<file path="config.mk">
export PLATFORM = sky130hd
export DESIGN_NAME = mw_eeprom_slave
export DESIGN_NICKNAME = d
export VERILOG_FILES = /design/src/rtl/mw_pkg.sv /design/src/rtl/mw_edge.sv /design/src/rtl/mw_prog_timer.sv /design/src/rtl/mw_frame.sv /design/src/rtl/mw_eeprom_slave.sv
export SDC_FILE = /design/constraint.sdc
export NUM_CORES = 2
export LEC_CHECK = 0
export CORE_MARGIN = 1
export CORE_UTILIZATION = 30
export CTS_BUF_LIST = sky130_fd_sc_hd__clkbuf_16
export DETAILED_ROUTE_END_ITERATION = 8
export DONT_BUFFER_PORTS = 1
export GPL_ROUTABILITY_DRIVEN = 0
export HOLD_SLACK_MARGIN = 0.02
export MAX_ROUTING_LAYER = met4
export PLACE_DENSITY = 0.51
export SETUP_SLACK_MARGIN = 0.02
export SLEW_MARGIN = 20
export SYNTH_ARGS = -nofsm -noshare
export SYNTH_HDL_FRONTEND = slang
export SYNTH_SLANG_ARGS = --single-unit
</file>
<file path="constraint.sdc">
create_clock -name clk -period 11.5 [get_ports clk]
set_input_delay 1.725 -clock clk [delete_from_list [all_inputs] [get_ports clk]]
set_output_delay 1.725 -clock clk [all_outputs]
set_load 0.02 [all_outputs]
</file>
<file path="src/rtl/mw_pkg.sv">
// Shared types for the serial memory slave.
// Assumes nothing beyond the opcode values used on the wire.
package mw_pkg;
    typedef enum logic [1:0] {
        OP_EXT   = 2'b00,
        OP_WRITE = 2'b01,
        OP_READ  = 2'b10,
        OP_ERASE = 2'b11
    } op_t;

    // Sub-codes carried in the top two address bits of OP_EXT.
    localparam logic [1:0] EXT_WDIS = 2'b00;
    localparam logic [1:0] EXT_WALL = 2'b01;
    localparam logic [1:0] EXT_EALL = 2'b10;
    localparam logic [1:0] EXT_WEN  = 2'b11;

    typedef enum logic [2:0] {
        F_IDLE, F_HDR, F_DATA, F_READ, F_DONE
    } fstate_t;
endpackage

</file>
<file path="src/rtl/mw_edge.sv">
// Edge finder for the sampled serial clock and chip select.
// Assumes sclk and cs are already synchronous to clk.
module mw_edge (
    input  logic clk,
    input  logic rst_n,
    input  logic sclk,
    input  logic cs,
    output logic sclk_rise,
    output logic cs_rise
);
    logic sclk_q, cs_q;

    // Keep last-cycle copies of the serial clock and chip select.
    always_ff @(posedge clk) begin
        if (!rst_n) begin
            sclk_q <= 1'b0;
            cs_q   <= 1'b0;
        end else begin
            sclk_q <= sclk;
            cs_q   <= cs;
        end
    end

    assign sclk_rise = sclk & ~sclk_q;
    assign cs_rise   = cs & ~cs_q;
endmodule

</file>
<file path="src/rtl/mw_prog_timer.sv">
// Countdown that models the self-timed programming interval.
// Assumes start is never raised while busy.
module mw_prog_timer #(
    parameter int PROG_CYCLES = 64
) (
    input  logic clk,
    input  logic rst_n,
    input  logic start,
    output logic busy
);
    localparam int CW = $clog2(PROG_CYCLES + 1);
    logic [CW-1:0] cnt;

    // Load on start, then count down to zero.
    always_ff @(posedge clk) begin
        if (!rst_n)
            cnt <= '0;
        else if (start)
            cnt <= CW'(PROG_CYCLES);
        else if (cnt != '0)
            cnt <= cnt - 1'b1;
    end

    assign busy = (cnt != '0);

    a_r8_no_restart: assert property (@(posedge clk) disable iff (!rst_n)
        start |-> !busy);
    a_r8_busy_follows: assert property (@(posedge clk) disable iff (!rst_n)
        start |=> busy);
endmodule

</file>
<file path="src/rtl/mw_frame.sv">
// Serial command receiver: finds the start bit, gathers opcode, address
// and data, shifts out read data and issues a one-cycle command pulse.
// Assumes rd_byte is the array content at rd_addr in the same cycle.
module mw_frame
    import mw_pkg::*;
#(
    parameter int ADDR_W = 9,
    parameter int DATA_W = 8
) (
    input  logic              clk,
    input  logic              rst_n,
    input  logic              cs,
    input  logic              rise,
    input  logic              din,
    input  logic              busy,
    input  logic [DATA_W-1:0] rd_byte,
    output logic [ADDR_W-1:0] rd_addr,
    output logic              active,
    output logic              cmd_go,
    output op_t               cmd_op,
    output logic [ADDR_W-1:0] cmd_addr,
    output logic [DATA_W-1:0] cmd_data,
    output logic              rd_bit,
    output logic              rd_oe
);
    localparam int HDR_BITS = 2 + ADDR_W;
    localparam int SREG_W   = HDR_BITS + DATA_W;
    localparam int BW       = $clog2(HDR_BITS + 1);
    localparam int OW       = $clog2(DATA_W + 1);

    fstate_t           state;
    logic [SREG_W-1:0] sreg;
    logic [SREG_W-1:0] nxt;
    logic [BW-1:0]     bcnt;
    logic [OW-1:0]     ocnt;
    logic [DATA_W-1:0] obuf;
    op_t               hop;
    logic [1:0]        hext;

    assign nxt     = {sreg[SREG_W-2:0], din};
    assign rd_addr = nxt[ADDR_W-1:0];
    assign hop     = op_t'(nxt[HDR_BITS-1 -: 2]);
    assign hext    = nxt[ADDR_W-1 -: 2];
    assign active  = (state != F_IDLE);

    // Frame state machine, shifter and read output register.
    always_ff @(posedge clk) begin
        if (!rst_n) begin
            state  <= F_IDLE;
            sreg   <= '0;
            bcnt   <= '0;
            ocnt   <= '0;
            obuf   <= '0;
            rd_bit <= 1'b0;
            rd_oe  <= 1'b0;
            cmd_go <= 1'b0;
            cmd_op <= OP_EXT;
            cmd_addr <= '0;
            cmd_data <= '0;
        end else begin
            cmd_go <= 1'b0;
            if (!cs) begin
                state <= F_IDLE;
                bcnt  <= '0;
                rd_oe <= 1'b0;
            end else if (rise) begin
                case (state)
                    F_IDLE: if (din && !busy) begin
                        state <= F_HDR;
                        bcnt  <= '0;
                    end
                    F_HDR: begin
                        sreg <= nxt;
                        bcnt <= bcnt + 1'b1;
                        if (bcnt == BW'(HDR_BITS - 1)) begin
                            bcnt <= '0;
                            if (hop == OP_READ) begin
                                state <= F_READ;
                                obuf  <= rd_byte;
                                ocnt  <= '0;
                            end else if (hop == OP_WRITE ||
                                         (hop == OP_EXT && hext == EXT_WALL)) begin
                                state <= F_DATA;
                            end else begin
                                state    <= F_DONE;
                                cmd_go   <= 1'b1;
                                cmd_op   <= hop;
                                cmd_addr <= nxt[ADDR_W-1:0];
                            end
                        end
                    end
                    F_DATA: begin
                        sreg <= nxt;
                        bcnt <= bcnt + 1'b1;
                        if (bcnt == BW'(DATA_W - 1)) begin
                            state    <= F_DONE;
                            cmd_go   <= 1'b1;
                            cmd_op   <= op_t'(nxt[SREG_W-1 -: 2]);
                            cmd_addr <= nxt[DATA_W +: ADDR_W];
                            cmd_data <= nxt[DATA_W-1:0];
                        end
                    end
                    F_READ: begin
                        if (ocnt < OW'(DATA_W)) begin
                            rd_bit <= obuf[DATA_W-1];
                            obuf   <= {obuf[DATA_W-2:0], 1'b0};
                            ocnt   <= ocnt + 1'b1;
                            rd_oe  <= 1'b1;
                        end else begin
                            state <= F_DONE;
                            rd_oe <= 1'b0;
                        end
                    end
                    default: ;
                endcase
            end
        end
    end

    a_r2_wait_start: assert property (@(posedge clk) disable iff (!rst_n)
        (state == F_IDLE && !(rise && din)) |=> state == F_IDLE);
    a_r8_ignore_busy: assert property (@(posedge clk) disable iff (!rst_n)
        (state == F_IDLE && busy) |=> state == F_IDLE);
    a_r10_done_holds: assert property (@(posedge clk) disable iff (!rst_n)
        (state == F_DONE && cs) |=> state == F_DONE);
    a_r1_drop_frame: assert property (@(posedge clk) disable iff (!rst_n)
        !cs |=> (state == F_IDLE && !rd_oe));
endmodule

</file>
<file path="src/rtl/mw_eeprom_slave.sv">
// Top: serial memory slave with a byte array, write-enable latch,
// programming timer and ready/busy status on the data output.
// Assumes cs, sclk and din change synchronously to clk.
module mw_eeprom_slave
    import mw_pkg::*;
#(
    parameter int ADDR_W      = 9,
    parameter int DATA_W      = 8,
    parameter int PROG_CYCLES = 64
) (
    input  logic clk,
    input  logic rst_n,
    input  logic cs,
    input  logic sclk,
    input  logic din,
    output logic dout,
    output logic dout_en
);
    localparam int DEPTH = 1 << ADDR_W;

    logic              sclk_rise, cs_rise, busy, active;
    logic              cmd_go, rd_bit, rd_oe, prog_start, wen_q, stat_q;
    op_t               cmd_op;
    logic [ADDR_W-1:0] rd_addr, cmd_addr;
    logic [DATA_W-1:0] cmd_data, rd_byte;
    logic [DATA_W-1:0] mem [DEPTH];

    mw_edge u_edge (
        .clk(clk), .rst_n(rst_n), .sclk(sclk), .cs(cs),
        .sclk_rise(sclk_rise), .cs_rise(cs_rise)
    );

    mw_frame #(.ADDR_W(ADDR_W), .DATA_W(DATA_W)) u_frame (
        .clk(clk), .rst_n(rst_n), .cs(cs), .rise(sclk_rise), .din(din),
        .busy(busy), .rd_byte(rd_byte), .rd_addr(rd_addr), .active(active),
        .cmd_go(cmd_go), .cmd_op(cmd_op), .cmd_addr(cmd_addr),
        .cmd_data(cmd_data), .rd_bit(rd_bit), .rd_oe(rd_oe)
    );

    mw_prog_timer #(.PROG_CYCLES(PROG_CYCLES)) u_timer (
        .clk(clk), .rst_n(rst_n), .start(prog_start), .busy(busy)
    );

    assign rd_byte = mem[rd_addr];

    // A command alters the array only when the enable latch is set.
    always_comb begin
        prog_start = 1'b0;
        if (cmd_go && wen_q) begin
            case (cmd_op)
                OP_WRITE, OP_ERASE: prog_start = 1'b1;
                OP_EXT: prog_start = (cmd_addr[ADDR_W-1 -: 2] == EXT_WALL) ||
                                     (cmd_addr[ADDR_W-1 -: 2] == EXT_EALL);
                default: prog_start = 1'b0;
            endcase
        end
    end

    // Write-enable latch, set and cleared by the extended opcodes.
    always_ff @(posedge clk) begin
        if (!rst_n)
            wen_q <= 1'b0;
        else if (cmd_go && cmd_op == OP_EXT) begin
            if (cmd_addr[ADDR_W-1 -: 2] == EXT_WEN)
                wen_q <= 1'b1;
            else if (cmd_addr[ADDR_W-1 -: 2] == EXT_WDIS)
                wen_q <= 1'b0;
        end
    end

    // Byte array update for single and whole-array programming.
    always_ff @(posedge clk) begin
        if (prog_start) begin
            if (cmd_op == OP_WRITE)
                mem[cmd_addr] <= cmd_data;
            else if (cmd_op == OP_ERASE)
                mem[cmd_addr] <= '1;
            else begin
                for (int i = 0; i < DEPTH; i++)
                    mem[i] <= (cmd_addr[ADDR_W-1 -: 2] == EXT_WALL) ? cmd_data : '1;
            end
        end
    end

    // Status mode: armed by a chip-select rise while busy, left on deselect or start.
    always_ff @(posedge clk) begin
        if (!rst_n)
            stat_q <= 1'b0;
        else if (!cs || active)
            stat_q <= 1'b0;
        else if (cs_rise && busy)
            stat_q <= 1'b1;
    end

    assign dout_en = stat_q | rd_oe;
    assign dout    = stat_q ? ~busy : rd_bit;

    a_r1_release: assert property (@(posedge clk) disable iff (!rst_n)
        !cs |=> !dout_en);
    a_r6_protect: assert property (@(posedge clk) disable iff (!rst_n)
        (cmd_go && !wen_q) |=> !busy);
    a_r9_status_arm: assert property (@(posedge clk) disable iff (!rst_n)
        (cs_rise && busy) |=> (dout_en && !dout));
    a_r9_single_driver: assert property (@(posedge clk) disable iff (!rst_n)
        !(stat_q && rd_oe));
endmodule

</file>
==> flow_summary.ini <==
[layout]
final_cell_mix = 4096 x edfxtp_1, 719 x nand2_1, 700 x mux2i_1, 649 x mux4_2, 561 x a21oi_1
drive_gt1_frac = 0.188
nNetsFinal = 8945
layout_commonest_cell = edfxtp_1
instances_no_fill = 16594
syn2layout_area_growth_pct = 13.3

[route]
viasPerCell = 5.39
detail_route.wl_per_cell_um = 31.5
dr.pass1.iters = 6
drtIter0Drc = 11130
wl_mm = 523
vias = 89491
ant_nets = 0
drc = 0

[run_status]
status = finished clean

[synth]
synth-seq-cells = 4166
yosys_most_used_dff = edfxtp_1
syn_nets = 8870
avgSynthCellArea_um2 = 18.8
synthArstFlopShare = 0
synth_edf_count = 4096
synth_cells = 8857
syn_area_um2 = 167000
yosysSeqAreaShare = 0.745
synth_cell_types = 92
yosys_warnings = 0

[grt]
antenna_found_initial = 32
grt_pass1_wl_mm = 723
grt_pass1_vias = 88513
grt_usage = 0.187
grt_max_degree = 218
overflow = 0

[timing]
timing.setup.tns_ns = 0
slew_violations = 0
fmax_mhz = 170
tightest_slew_ns = 1.26
rsz0062_at_grt = no
setup_violations = 0
fin_crit_sh = 0.512
post-route-min-period_ns = 5.88
fin_skew_ns = 0.0628
slew_headroom = 0.159
hold_viol = 0

[worst_setup_path]
cp_max_fo = 82
r2r_cells = 7
startpoint_type = input port
worstPathArrival_ns = 6.83
path_class = in2reg
required_ns = 12.45
end_kind = flip-flop

[power]
p_per_area_nw_per_um2 = 162
power_w = 0.0307
irDropWorstVdd_mv = 0.128
p_leak_nw = 65.6

[cts]
path_clk_slew_ns = 0.06
clkSinkCount = 4166
cts-root-buf = clkbuf_16
ctsHtreeMaxLevel = 5
ctsResizeCount = 0
clockBufferDepth = 4
ctsHoldBuffers = 0
clkLatencyLatePin_ns = 1.04
cts_inserted_buffers = 428
post_cts_buffers = 0
cts_tree = yes

[placed_design]
portBuffers = 0
dpl.hpwl_mm = 317
post-place-cells = 15777

[floorplan]
die_area_um2 = 559000
start_util = 0.302
die_h_um = 748
fp-row-count = 273
design.core.area_um2 = 553000
num_io_pins = 7
die_w_um = 748

[min_path]
hold_class = reg2reg
hold_path_depth = 2

[job]
drv_cap = 0
-- area by class of cell --
class | instances | area, µm²
fillers | 51806 | 364000
flip-flops and latches | 4166 | 124000
multi-input cells | 4054 | 39000
clock buffers | 430 | 10800
well taps | 7287 | 9120
clock inverters | 359 | 3140
repair buffers | 271 | 2570
inverters | 11 | 53.8
diodes | 16 | 40.0
-- metrics by stage --
step / setup slack [ns] / utilization / hold WS (ns) / area, µm²
3_5_place_dp: 4.63 / 0.316 / 0.465 / 175000
5_1_grt: 5.46 / 0.342 / 0.511 / 189000
2_1_floorplan: 2.28 / - / 0.443 / 167000
6_report: 5.62 / 0.342 / 0.475 / 189000
3_3_place_gp: 3.96 / 0.315 / 0.450 / 175000
4_1_cts: 5.73 / 0.341 / 0.460 / 189000
-- routing by layer --
layer / vias to the layer above / GRT usage / share of wire
met5: - / - / 0
met2: 4183 / 0.292 / 0.47
li1: 36456 / - / -
met3: 793 / 0.0322 / 0.081
met4: 0 / 0.0582 / 0.034
met1: 48059 / 0.249 / 0.41
-- worst paths after layout --
| check | start | endpoint | slack (ns) |
|---|---|---|---|
| setup reg to reg | u_frame.cmd_op[0] | mem[55][3] | 5.92 |
| hold reg to reg | u_frame.sreg[16] | u_frame.sreg[17] | 0.47 |
| setup / recovery | din | u_frame.obuf[1] | 5.62 |
| hold / removal | u_frame.sreg[16] | u_frame.sreg[17] | 0.47 |
-- Yosys cell counts, drive strengths merged, types with 26 or more instances --
| master | count | share of area |
|---|---|---|
| mux4 | 726 | 0.10 |
| a211oi | 37 | 0.0017 |
| edfxtp | 4096 | 0.74 |
| mux2i | 700 | 0.042 |
| nand4 | 43 | 0.0016 |
| nor2b | 27 | 0.0010 |
| a2111oi | 30 | 0.0016 |
| nand3 | 52 | 0.0016 |
| nor2 | 155 | 0.0035 |
| nor3 | 68 | 0.0021 |
| nand2 | 720 | 0.016 |
| nand2b | 34 | 0.0013 |
| o211ai | 26 | 0.0012 |
| o22ai | 146 | 0.0055 |
| a22oi | 163 | 0.0074 |
| mux2 | 26 | 0.0018 |
| a22o | 26 | 0.0014 |
| buf | 322 | 0.018 |
| a21oi | 639 | 0.019 |
| clkbuf | 300 | 0.0075 |
| dfxtp | 70 | 0.0084 |
| o221ai | 100 | 0.0054 |
| o21ai | 87 | 0.0026 |
-- report_power, final --
group	internal (W)	leakage (nW)	switching, W	total (W)
sequential	0.0164	45.6	0.00000991	0.0164
clock	0.00785	7.12	0.00606	0.0139
combinational	0.000160	12.9	0.000210	0.000369
total	0.0244	65.6	0.00628	0.0307
-- logic make-up after synthesis --
group / synth area share
adder cells (fa/ha/maj): 0.000600
flip-flops: 0.745
AND/OR/NAND/NOR: 0.0321
multiplexers: 0.143
XOR/XNOR: 0.000315
AO/OA/AOI/OAI: 0.0525
buffers and inverters: 0.0259
-- registers in the layout (all words and copies together), names as in the netlist, 2 cells and up --
register          count
u_frame.state         3
u_frame.obuf          8
u_timer.cnt           7
u_frame.ocnt          4
u_frame.sreg         18
u_frame.cmd_addr      9
u_frame.cmd_op        2
u_frame.cmd_data      8
mem                4096
u_frame.bcnt          4
-- worst max-delay path, cell delays in order --
cell	delay (ns)
buf_16	0.39
buf_4	0.76
buf_4	0.59
mux2i_1	0.15
o221ai_1	0.47
nor3_1	0.19
a211o_1	0.32
nor4_1	0.85
and4_1	0.56
a21oi_1	0.33
a21oi_1	0.23
Power figures use the tool's default switching activity.
